### src/rtl/slp_pkg.sv
package slp_pkg;

    localparam int MODE_W = 3;

    typedef enum logic [2:0] {
        ST_ACTIVE = 3'd0,
        ST_IDLE   = 3'd1,
        ST_STDBY  = 3'd2,
        ST_HIB    = 3'd3,
        ST_BKP    = 3'd4,
        ST_OFF    = 3'd5
    } pwr_state_e;

    localparam logic [MODE_W-1:0] CFG_IDLE  = 3'd0;
    localparam logic [MODE_W-1:0] CFG_STDBY = 3'd1;
    localparam logic [MODE_W-1:0] CFG_HIB   = 3'd2;
    localparam logic [MODE_W-1:0] CFG_BKP   = 3'd3;
    localparam logic [MODE_W-1:0] CFG_OFF   = 3'd4;

    localparam logic [1:0] VREG_MAIN   = 2'd0;
    localparam logic [1:0] VREG_LP     = 2'd1;
    localparam logic [1:0] VREG_BACKUP = 2'd2;
    localparam logic [1:0] VREG_OFF    = 2'd3;

    localparam logic [1:0] NVM_NORMAL = 2'd0;
    localparam logic [1:0] NVM_ULP    = 2'd1;
    localparam logic [1:0] NVM_ULPP   = 2'd2;
    localparam logic [1:0] NVM_OFF    = 2'd3;

    typedef struct packed {
        logic       main_en;
        logic       cpu_en;
        logic       bus_en;
        logic       gclk_en;
        logic [1:0] vreg;
        logic [1:0] nvm;
    } gate_ctl_t;

    // Field code to target sleep state; unknown codes fall back to idle.
    function automatic pwr_state_e cfg_to_state(input logic [MODE_W-1:0] code);
        case (code)
            CFG_STDBY: return ST_STDBY;
            CFG_HIB:   return ST_HIB;
            CFG_BKP:   return ST_BKP;
            CFG_OFF:   return ST_OFF;
            default:   return ST_IDLE;
        endcase
    endfunction

    function automatic logic needs_vreg(input pwr_state_e s);
        return (s == ST_STDBY) || (s == ST_HIB) || (s == ST_BKP);
    endfunction

endpackage

### src/rtl/slp_cfg_bridge.sv
module slp_cfg_bridge
    import slp_pkg::*;
#(
    parameter int DEPTH = 2
) (
    input  logic              clk,
    input  logic              rst,
    input  logic              we,
    input  logic [MODE_W-1:0] wdata,
    output logic [MODE_W-1:0] eff
);
    logic [MODE_W-1:0] val_q [DEPTH];
    logic              vld_q [DEPTH];

    generate
        for (genvar i = 0; i < DEPTH; i++) begin : g_stage
            if (i == 0) begin : g_first
                always_ff @(posedge clk) begin
                    if (rst) begin
                        val_q[0] <= '0;
                        vld_q[0] <= 1'b0;
                    end else begin
                        val_q[0] <= wdata;
                        vld_q[0] <= we;
                    end
                end
            end else if (i == DEPTH - 1) begin : g_last
                always_ff @(posedge clk) begin
                    if (rst) begin
                        val_q[i] <= CFG_IDLE;
                        vld_q[i] <= 1'b0;
                    end else begin
                        vld_q[i] <= 1'b0;
                        if (vld_q[i-1]) val_q[i] <= val_q[i-1];
                    end
                end
            end else begin : g_mid
                always_ff @(posedge clk) begin
                    if (rst) begin
                        val_q[i] <= '0;
                        vld_q[i] <= 1'b0;
                    end else begin
                        val_q[i] <= val_q[i-1];
                        vld_q[i] <= vld_q[i-1];
                    end
                end
            end
        end
    endgenerate

    assign eff = val_q[DEPTH-1];

    // a sampled write lands in the field two edges later
    p_write_lands_r2: assert property (@(posedge clk) disable iff (rst)
        we |=> ##1 (eff == $past(wdata, 2)));

endmodule

### src/rtl/slp_fsm.sv
module slp_fsm
    import slp_pkg::*;
(
    input  logic              clk,
    input  logic              rst,
    input  logic              wfi,
    input  logic              vreg_rdy,
    input  logic [MODE_W-1:0] cfg_eff,
    input  logic              wake_sync,
    input  logic              wake_stdby,
    input  logic              wake_async,
    input  logic              rst_hib,
    input  logic              rst_bkp,
    input  logic              rst_ext,
    output pwr_state_e        state,
    output logic              rst_req
);
    pwr_state_e st_q, st_d, target;
    logic       reset_exit;
    logic       irq_exit;

    assign target = cfg_to_state(cfg_eff);

    always_comb begin
        reset_exit = 1'b0;
        irq_exit   = 1'b0;
        case (st_q)
            ST_IDLE:  irq_exit   = wake_sync | wake_async;
            ST_STDBY: irq_exit   = wake_stdby | wake_async;
            ST_HIB:   reset_exit = rst_hib;
            ST_BKP:   reset_exit = rst_bkp;
            ST_OFF:   reset_exit = rst_ext;
            default:  ;
        endcase
    end

    always_comb begin
        st_d = st_q;
        if (st_q == ST_ACTIVE) begin
            if (wfi && !(needs_vreg(target) && !vreg_rdy)) st_d = target;
        end else if (irq_exit || reset_exit) begin
            st_d = ST_ACTIVE;
        end
    end

    always_ff @(posedge clk) begin
        if (rst) begin
            st_q    <= ST_ACTIVE;
            rst_req <= 1'b0;
        end else begin
            st_q    <= st_d;
            rst_req <= reset_exit;
        end
    end

    assign state = st_q;

    // regulator-dependent levels are refused while not ready
    p_vreg_refuse_r4: assert property (@(posedge clk) disable iff (rst)
        (st_q == ST_ACTIVE && wfi && !vreg_rdy && needs_vreg(target)) |=> (st_q == ST_ACTIVE));

    // hibernate holds without its reset
    p_hib_hold_r8: assert property (@(posedge clk) disable iff (rst)
        (st_q == ST_HIB && !rst_hib) |=> (st_q == ST_HIB));

    // backup holds without its reset
    p_bkp_hold_r9: assert property (@(posedge clk) disable iff (rst)
        (st_q == ST_BKP && !rst_bkp) |=> (st_q == ST_BKP));

    // off holds without external reset
    p_off_hold_r10: assert property (@(posedge clk) disable iff (rst)
        (st_q == ST_OFF && !rst_ext) |=> (st_q == ST_OFF));

    // reset request only on the first active cycle after a deep exit
    p_rst_req_r11: assert property (@(posedge clk) disable iff (rst)
        rst_req |-> (st_q == ST_ACTIVE) && ($past(st_q) inside {ST_HIB, ST_BKP, ST_OFF}));

endmodule

### src/rtl/slp_gate.sv
module slp_gate
    import slp_pkg::*;
#(
    parameter int N_OSC = 4
) (
    input  pwr_state_e       state,
    input  logic             sleepwalk,
    input  logic [N_OSC-1:0] osc_req,
    input  logic [N_OSC-1:0] osc_ondemand,
    input  logic [N_OSC-1:0] osc_runstdby,
    output gate_ctl_t        ctl,
    output logic [N_OSC-1:0] osc_en
);
    always_comb begin
        ctl = '{main_en: 1'b0, cpu_en: 1'b0, bus_en: 1'b0, gclk_en: 1'b0,
                vreg: VREG_MAIN, nvm: NVM_NORMAL};
        case (state)
            ST_ACTIVE: begin
                ctl.main_en = 1'b1;
                ctl.cpu_en  = 1'b1;
                ctl.bus_en  = 1'b1;
                ctl.gclk_en = 1'b1;
            end
            ST_IDLE: begin
                ctl.main_en = 1'b1;
                ctl.bus_en  = sleepwalk;
                ctl.gclk_en = 1'b1;
            end
            ST_STDBY: begin
                ctl.gclk_en = sleepwalk;
                ctl.vreg    = VREG_LP;
                ctl.nvm     = NVM_ULP;
            end
            ST_HIB: begin
                ctl.vreg = VREG_LP;
                ctl.nvm  = NVM_ULPP;
            end
            ST_BKP: begin
                ctl.vreg = VREG_BACKUP;
                ctl.nvm  = NVM_OFF;
            end
            default: begin
                ctl.vreg = VREG_OFF;
                ctl.nvm  = NVM_OFF;
            end
        endcase
    end

    generate
        for (genvar i = 0; i < N_OSC; i++) begin : g_osc
            always_comb begin
                case (state)
                    ST_ACTIVE, ST_IDLE:
                        osc_en[i] = osc_ondemand[i] ? osc_req[i] : 1'b1;
                    ST_STDBY:
                        osc_en[i] = osc_req[i] | (~osc_ondemand[i] & osc_runstdby[i]);
                    default:
                        osc_en[i] = 1'b0;
                endcase
            end
        end
    endgenerate

    // CPU clock never runs outside active
    always_comb begin
        p_cpu_gated_r6: assert (state == ST_ACTIVE || !ctl.cpu_en);
    end

    // levels below standby keep every oscillator off
    always_comb begin
        p_osc_dark_r8: assert (!(state inside {ST_HIB, ST_BKP, ST_OFF}) || osc_en == '0);
    end

endmodule

### src/rtl/psm_sleep_ctrl.sv
module psm_sleep_ctrl
    import slp_pkg::*;
#(
    parameter int N_OSC = 4,
    parameter int BRIDGE_DELAY = 2
) (
    input  logic             clk,
    input  logic             rst,
    input  logic             cfg_we,
    input  logic [2:0]       cfg_wdata,
    output logic [2:0]       cfg_rdata,
    input  logic             wfi,
    input  logic             vreg_rdy,
    input  logic             wake_sync,
    input  logic             wake_stdby,
    input  logic             wake_async,
    input  logic             rst_hib,
    input  logic             rst_bkp,
    input  logic             rst_ext,
    input  logic             sleepwalk,
    input  logic [N_OSC-1:0] osc_req,
    input  logic [N_OSC-1:0] osc_ondemand,
    input  logic [N_OSC-1:0] osc_runstdby,
    output logic             main_clk_en,
    output logic             cpu_clk_en,
    output logic             bus_clk_en,
    output logic             gclk_en,
    output logic [N_OSC-1:0] osc_en,
    output logic [1:0]       vreg_mode,
    output logic [1:0]       nvm_mode,
    output logic             rst_req,
    output logic [2:0]       power_state
);
    logic [MODE_W-1:0] cfg_eff;
    pwr_state_e        state;
    gate_ctl_t         ctl;

    slp_cfg_bridge #(.DEPTH(BRIDGE_DELAY)) u_bridge (
        .clk   (clk),
        .rst   (rst),
        .we    (cfg_we),
        .wdata (cfg_wdata),
        .eff   (cfg_eff)
    );

    slp_fsm u_fsm (
        .clk        (clk),
        .rst        (rst),
        .wfi        (wfi),
        .vreg_rdy   (vreg_rdy),
        .cfg_eff    (cfg_eff),
        .wake_sync  (wake_sync),
        .wake_stdby (wake_stdby),
        .wake_async (wake_async),
        .rst_hib    (rst_hib),
        .rst_bkp    (rst_bkp),
        .rst_ext    (rst_ext),
        .state      (state),
        .rst_req    (rst_req)
    );

    slp_gate #(.N_OSC(N_OSC)) u_gate (
        .state        (state),
        .sleepwalk    (sleepwalk),
        .osc_req      (osc_req),
        .osc_ondemand (osc_ondemand),
        .osc_runstdby (osc_runstdby),
        .ctl          (ctl),
        .osc_en       (osc_en)
    );

    assign cfg_rdata   = cfg_eff;
    assign main_clk_en = ctl.main_en;
    assign cpu_clk_en  = ctl.cpu_en;
    assign bus_clk_en  = ctl.bus_en;
    assign gclk_en     = ctl.gclk_en;
    assign vreg_mode   = ctl.vreg;
    assign nvm_mode    = ctl.nvm;
    assign power_state = state;

endmodule

### config.mk
export PLATFORM = sky130hd
export DESIGN_NAME = psm_sleep_ctrl
export DESIGN_NICKNAME = d
export VERILOG_FILES = /design/src/rtl/slp_pkg.sv /design/src/rtl/slp_cfg_bridge.sv /design/src/rtl/slp_fsm.sv /design/src/rtl/slp_gate.sv /design/src/rtl/psm_sleep_ctrl.sv
export SDC_FILE = /design/constraint.sdc
export NUM_CORES = 1
export LEC_CHECK = 0
export BUFFER_PORTS_ARGS = -buffer_cell sky130_fd_sc_hd__buf_4
export CORE_MARGIN = 1.5
export CORE_UTILIZATION = 40
export CTS_CLUSTER_DIAMETER = 60
export DETAILED_ROUTE_END_ITERATION = 8
export PLACE_DENSITY = 0.77
export RECOVER_POWER = 25
export SLEW_MARGIN = 20
export SYNTH_ARGS = -nofsm -noshare
export SYNTH_HDL_FRONTEND = slang
export SYNTH_SLANG_ARGS = --single-unit
export TNS_END_PERCENT = 1
### constraint.sdc
create_clock -name clk -period 1.55 [get_ports clk]
set_input_delay 0.31 -clock clk [delete_from_list [all_inputs] [get_ports clk]]
set_output_delay 0.31 -clock clk [all_outputs]
set_load 0.005 [all_outputs]
## Word-level counts from Yosys, hierarchy flattened

Memories as Yosys holds them, arrays and structs flattened.
Index checks and enable logic that the tools add are counted.

| word-level totals | value |
|---|---|
| register bits | 4 |
| bits in latches | 0 |
| RAM bits | 8 |
| memory bits (read-only) | 0 |
| input bits | 27 |
| output and inout port bits | 19 |
| logic and storage cells | 75 |
| memories | 2 |

Memories:

| memory | words | width | rd ports | clocked after memory_dff | wr ports | line | text |
|---|---|---|---|---|---|---|---|
| u_bridge.val_q | 2 | 3 | 2 | 0 | 2 | slp_cfg_bridge.sv:12 | `logic [MODE_W-1:0] val_q [DEPTH];` |
| u_bridge.vld_q | 2 | 1 | 1 | 0 | 2 | slp_cfg_bridge.sv:13 | `logic vld_q [DEPTH];` |

| cells by class | value |
|---|---|
| add/sub/neg operators | 0 |
| $mul | 0 |
| div/mod/pow operators | 0 |
| magnitude comparators | 0 |
| equality and inequality tests | 13 |
| shift operators | 0 |
| mux-type cells | 29 |
| bitwise gates (word level) | 18 |
| reduce and logical (&&, ||, !) cells | 11 |

Operator list:

| cell | count |
|---|---|
| $eq 3x2->1 const B | 6 |
| $pmux 4 s4 | 1 |
| $mux 3 | 5 |
| $mux 1 | 14 |
| $pmux 1 s2 | 7 |
| $eq 3x3->1 const B | 4 |
| $pmux 3 s4 | 1 |
| $or 1x1->1 | 10 |
| $eq 3x1->1 const B | 2 |
| $and 1x1->1 | 4 |
| $not 1->1 | 4 |
| $logic_not 3->1 | 1 |
| $logic_or 1x1->1 | 3 |
| $pmux 1 s3 | 1 |
| $logic_and 1x1->1 | 2 |
| $logic_not 1->1 | 2 |
| $ne 2x2->1 const B | 1 |
| $reduce_and 2->1 | 1 |
| $reduce_bool 2->1 | 1 |
| $reduce_or 2->1 | 1 |

## Logic depth before layout (Yosys ltp)

| logic depth | value |
|---|---|
| depth in word-level cells | 10 |
| mapped depth | 4 |
| mapped depth without buffers | 3 |

## Modules after synthesis

A second synthesis with hierarchy kept.

| second synthesis, totals | value |
|---|---|
| cells, all modules | 64 |
| area total of the unflattened synthesis | 620.6 µm² |

By module, submodules not included:

| module | instances | cells each | area each (µm²) | seq. area each (µm²) |
|---|---|---|---|---|
| slp_cfg_bridge | 1 | 15 | 241.5 | 170.2 |
| slp_fsm | 1 | 25 | 232.7 | 80.1 |
| slp_gate | 1 | 24 | 146.4 | 0.0 |

## Worst setup path after synthesis

No wires, ideal clock.

| timing | value |
|---|---|
| path type | flip-flop to output port |
| start | register u_fsm.st_q[2], in the netlist u_fsm.state[2] |
| end | output osc_en[0] |
| arrival | 898 ps |
| required time | 1240 ps |
| path slack | 342 ps |
| cell stages (with the launch flop) | 4 |
| buffers on the path | 1 |
| cells stage by stage | dfxtp_1 -> buf_2 -> a21o_2 -> a21oi_1 |

| between the ends | value |
|---|---|
| longest elaborated chain between the ends | 3 |
| elaborated cells between the ends (all ways) | 5 |
| those cells by class | eq/ne (2); mux (1); reduce/logical (2) |

Ends and longest elaborated chain:

| item | line | text |
|---|---|---|
| from (decl) | slp_fsm.sv:18 | `pwr_state_e st_q, st_d, target;` |
| from (signal assigned) | slp_fsm.sv:51 | `st_q <= st_d;` |
| $eq 3x1->1 or $logic_not 3->1 (tied branches) | slp_gate.sv:52 | `case (state)` |
| $reduce_or 2->1 (no source line) | -- |  |
| $pmux 1 s2 * | slp_gate.sv:52 |  |
| to (decl) | psm_sleep_ctrl.sv:28 | `output logic [N_OSC-1:0] osc_en,` |

Every way passes the cells marked *; elsewhere a longest branch is shown, timed or not.

## Worst setup path after layout

| timing | value |
|---|---|
| start | register u_fsm.st_q[2], in the netlist u_fsm.state[2] |
| end | output osc_en[2] |

Same word-level chain as after synthesis.

==> load_flow_metrics.sql <==
INSERT INTO impl_metrics (metric_group, metric, value, unit) VALUES
('logic_synthesis', 'synthTopCellsByArea', 'sky130_fd_sc_hd__dfxtp_1, sky130_fd_sc_hd__edfxtp_1, sky130_fd_sc_hd__nor2b_1, sky130_fd_sc_hd__a21oi_1, sky130_fd_sc_hd__o21bai_1', ''),
('cells_and_area', 'antenna-diode-count', '0', ''),
('worst_hold_path', 'timing.hold.worst.start', 'cfg_wdata[2]', ''),
('timing', 'hold_viol', '0', ''),
('detailed_routing', 'route.detailed.wl_per_inst', '13.8', 'µm'),
('logic_synthesis', 'synth_top_flop_cell', 'sky130_fd_sc_hd__dfxtp_1', ''),
('power', 'power.combinational.fraction', '0.257', ''),
('clocking', 'h-tree-depth', '1', ''),
('flow_run', 'number_of_violations_of_the_max_capacitance_limit', '0', ''),
('logic_synthesis', 'synth_sequential_area_ratio', '0.368', ''),
('timing', 'setup_tns', '0', 'ps'),
('logic_synthesis', 'synth.yosys.warnings', '0', ''),
('timing', 'finalMaxSlewViolations', '0', ''),
('clocking', 'clockBufferDepth', '2', ''),
('die', 'dieHeight', '44.2', 'µm'),
('logic_synthesis', 'syn_area', '679', 'µm²'),
('power', 'worst_vdd_rail_ir_drop', '669', 'µV'),
('clocking', 'cts_hold_buf', '0', ''),
('placed_design', 'dp_hpwl', '1.47', 'mm'),
('cells_and_area', 'post_route_cells_drive_above_1_share', '0.500', ''),
('logic_synthesis', 'synth_largest_area_cell', 'sky130_fd_sc_hd__dfxtp_1', ''),
('setup_path', 'worst_ep_required_time', '1240', 'ps'),
('clocking', 'numClockSinks', '11', ''),
('setup_path', 'cp-start-kind', 'register', ''),
('detailed_routing', 'route.final.wire_length', '1.91', 'mm'),
('power', 'internal_power', '0.000521', 'W'),
('setup_path', 'rr_startpoint', 'u_fsm.state[1]$_SDFFE_PP0P_', ''),
('timing', 'fin_crit_sh', '0.964', ''),
('power', 'p_per_area', '661', 'nW/µm²'),
('timing', 'rsz0062_at_grt', 'yes', ''),
('clocking', 'clockRootBuffer', 'sky130_fd_sc_hd__clkbuf_4', ''),
('timing', 'fin_crit', '1490', 'ps'),
('detailed_routing', 'post_drt_via_cell_ratio', '5.22', ''),
('timing', 'maxClockFrequency', '669', 'MHz'),
('power', 'share_clk_of_total_power', '0.278', ''),
('setup_path', 'r2r_setup_slack', '280', 'ps'),
('logic_synthesis', 'synth_seq_cells', '11', ''),
('global_route', 'grt_remaining_overflow', '0', ''),
('power', 'power_switching', '0.000179', 'W'),
('detailed_routing', 'dr.first_iter.drc_count', '22', ''),
('die', 'initial_core_util', '0.441', ''),
('timing', 'relSlewSlack', '0.656', ''),
('clocking', 'postCtsSetupRepairBufs', '0', ''),
('setup_path', 'cpLargestDelayFamily', 'flip-flops', ''),
('timing', 'worst-slew-pin-transition', '516', 'ps'),
('cells_and_area', 'fin_nets', '150', ''),
('power', 'leakagePower', '0.522', 'nW'),
('setup_path', 'timing.critical_path.arrival', '1180', 'ps'),
('global_route', 'grt_start_max_net_pins', '12', ''),
('setup_path', 'cp_slowest_stage_delay', '360', 'ps'),
('worst_hold_path', 'worst_hold_path_type', 'in -> reg', ''),
('setup_path', 'cp-end-kind', 'output port', ''),
('logic_synthesis', 'count_of_flip_flops_with_a_built_in_enable_after_synthesis', '3', ''),
('setup_path', 'cp_slowest_cell', 'sky130_fd_sc_hd__dfxtp_2', ''),
('setup_path', 'endpoint_of_the_worst_register_to_register_path', 'u_fsm.state[2]$_SDFFE_PP0P_', ''),
('logic_synthesis', 'syn_nets', '102', ''),
('placed_design', 'dp_worst_setup_slack', '179', 'ps'),
('timing', 'final_critical_path_setup_slack', '56.3', 'ps'),
('cells_and_area', 'area_growth_syn_to_layout', '55.8', '%'),
('global_route', 'grt_pass1_wl', '2.91', 'mm'),
('clocking', 'cts_buffers', '3', ''),
('global_route', 'vias_in_the_first_global_route', '688', ''),
('power', 'sequentialPowerShare', '0.464', ''),
('die', 'die_w', '44.2', 'µm'),
('logic_synthesis', 'synth_area_per_cell', '9.06', 'µm²'),
('clocking', 'cts_tree', 'built', ''),
('setup_path', 'path_max_fanout', '6', ''),
('detailed_routing', 'first_pass_iters', '4', ''),
('run_status', 'run_status', 'finished, final reports clean', ''),
('setup_path', 'critical_path_buf_inv_count', '1', ''),
('global_route', 'grt_antenna_before_repair', '0', '');
layer usage:
layer,vias to the layer above,share of wire,track usage
li1,355,-,-
met1,325,0.39,0.234
met2,36,0.52,0.347
met3,4,0.075,0.0816
met4,0,0.016,0.0606
met5,-,0,0
sequential cells by signal, summed over array words and instances (netlist names):
signal / flops
u_fsm.rst_req: 1
u_bridge.val_q: 6
u_fsm.state: 3
u_bridge.vld_q: 1
power groups by stage:
stage	Combinational, W	Clock [W]	Sequential (W)
after floorplan	0.0000830	0	0.000323
after global placement	0.000174	0	0.000329
after detailed placement	0.000180	0	0.000331
after CTS	0.000181	0.000200	0.000325
after global routing	0.000194	0.000213	0.000328
final	0.000180	0.000195	0.000325
worst reg2reg max path: cells and delay by family, from the launching register on:
| kind | cells | cell delay [ps] |
|---|---|---|
| flops | 1 | 360 |
| compound gates | 2 | 350 |
| simple gates | 1 | 310 |
| buf+inv | 1 | 170 |
cell families (layout without fill, tap and decap cells):
logic type,count (synthesis),after routing,synth area share
xor gates and xnor gates,1,1,0.0129
muxes,1,1,0.0221
and+or+nand+nor,30,30,0.282
AOI/OAI and AO/OA,20,20,0.225
DFF,11,11,0.368
buffers and inverters,12,59,0.0902
worst max path at each step:
| stage | from | to | slack (ps) | cells past startpoint |
|---|---|---|---|---|
| floorplan | u_fsm.state[2]$_SDFFE_PP0P_ | osc_en[0] | 340 | 3 |
| global placement | u_fsm.state[0]$_SDFFE_PP0P_ | bus_clk_en | 210 | 3 |
| detailed placement | u_fsm.state[0]$_SDFFE_PP0P_ | bus_clk_en | 180 | 3 |
| CTS | u_fsm.state[1]$_SDFFE_PP0P_ | osc_en[1] | 10 | 4 |
| global route | u_fsm.state[2]$_SDFFE_PP0P_ | osc_en[0] | -30 | 4 |
| finish | u_fsm.state[2]$_SDFFE_PP0P_ | osc_en[2] | 60 | 4 |
cell usage after synthesis (all sizes together) (2+ instances only):
library cell and instances:
dfxtp 8, inv 7, nor3 3, a21oi 7
buf 3, nand2 4, clkbuf 2, a21o 2
and2 3, or2 2, o21bai 4, nor2b 6
nor2 4, edfxtp 3
stage by stage:
step                instance area, µm²  hold slack [ps]  utilization  cells
global placement                  1020              485        0.665    134
floorplan                          679              438            -     75
global route                      1060              255        0.687    138
detailed placement                1020              489        0.665    134
finish                            1060              253        0.687    138
CTS                               1060              246        0.686    138
final cells by class:
type | count | area, µm²
fill | 137 | 483
timing repair buffer | 48 | 357
tap | 16 | 20.0
clock buffer | 4 | 26.3
multi-input combinational | 52 | 373
sequential | 11 | 256
inverter | 7 | 26.3
placed cells by master, fill, tap and decap left out, types with 2 or more instances in the layout:
| cell | count |
|---|---|
| sky130_fd_sc_hd__nor2b_1 | 5 |
| sky130_fd_sc_hd__edfxtp_1 | 3 |
| sky130_fd_sc_hd__dfxtp_1 | 5 |
| sky130_fd_sc_hd__o21bai_1 | 4 |
| sky130_fd_sc_hd__nand2_1 | 4 |
| sky130_fd_sc_hd__inv_1 | 7 |
| sky130_fd_sc_hd__nor3_1 | 3 |
| sky130_fd_sc_hd__clkbuf_1 | 2 |
| sky130_fd_sc_hd__dfxtp_2 | 2 |
| sky130_fd_sc_hd__nor2_1 | 3 |
| sky130_fd_sc_hd__and2_0 | 2 |
| sky130_fd_sc_hd__buf_4 | 47 |
| sky130_fd_sc_hd__a21oi_1 | 6 |
| sky130_fd_sc_hd__clkbuf_4 | 3 |
repair_timing:
action | 4_1_cts | 5_1_grt
resized for setup | 2 | 3
endpoints found under the setup margin | 7 | 7
pin swaps | 0 | 3
(Power assumes the default switching activity.)
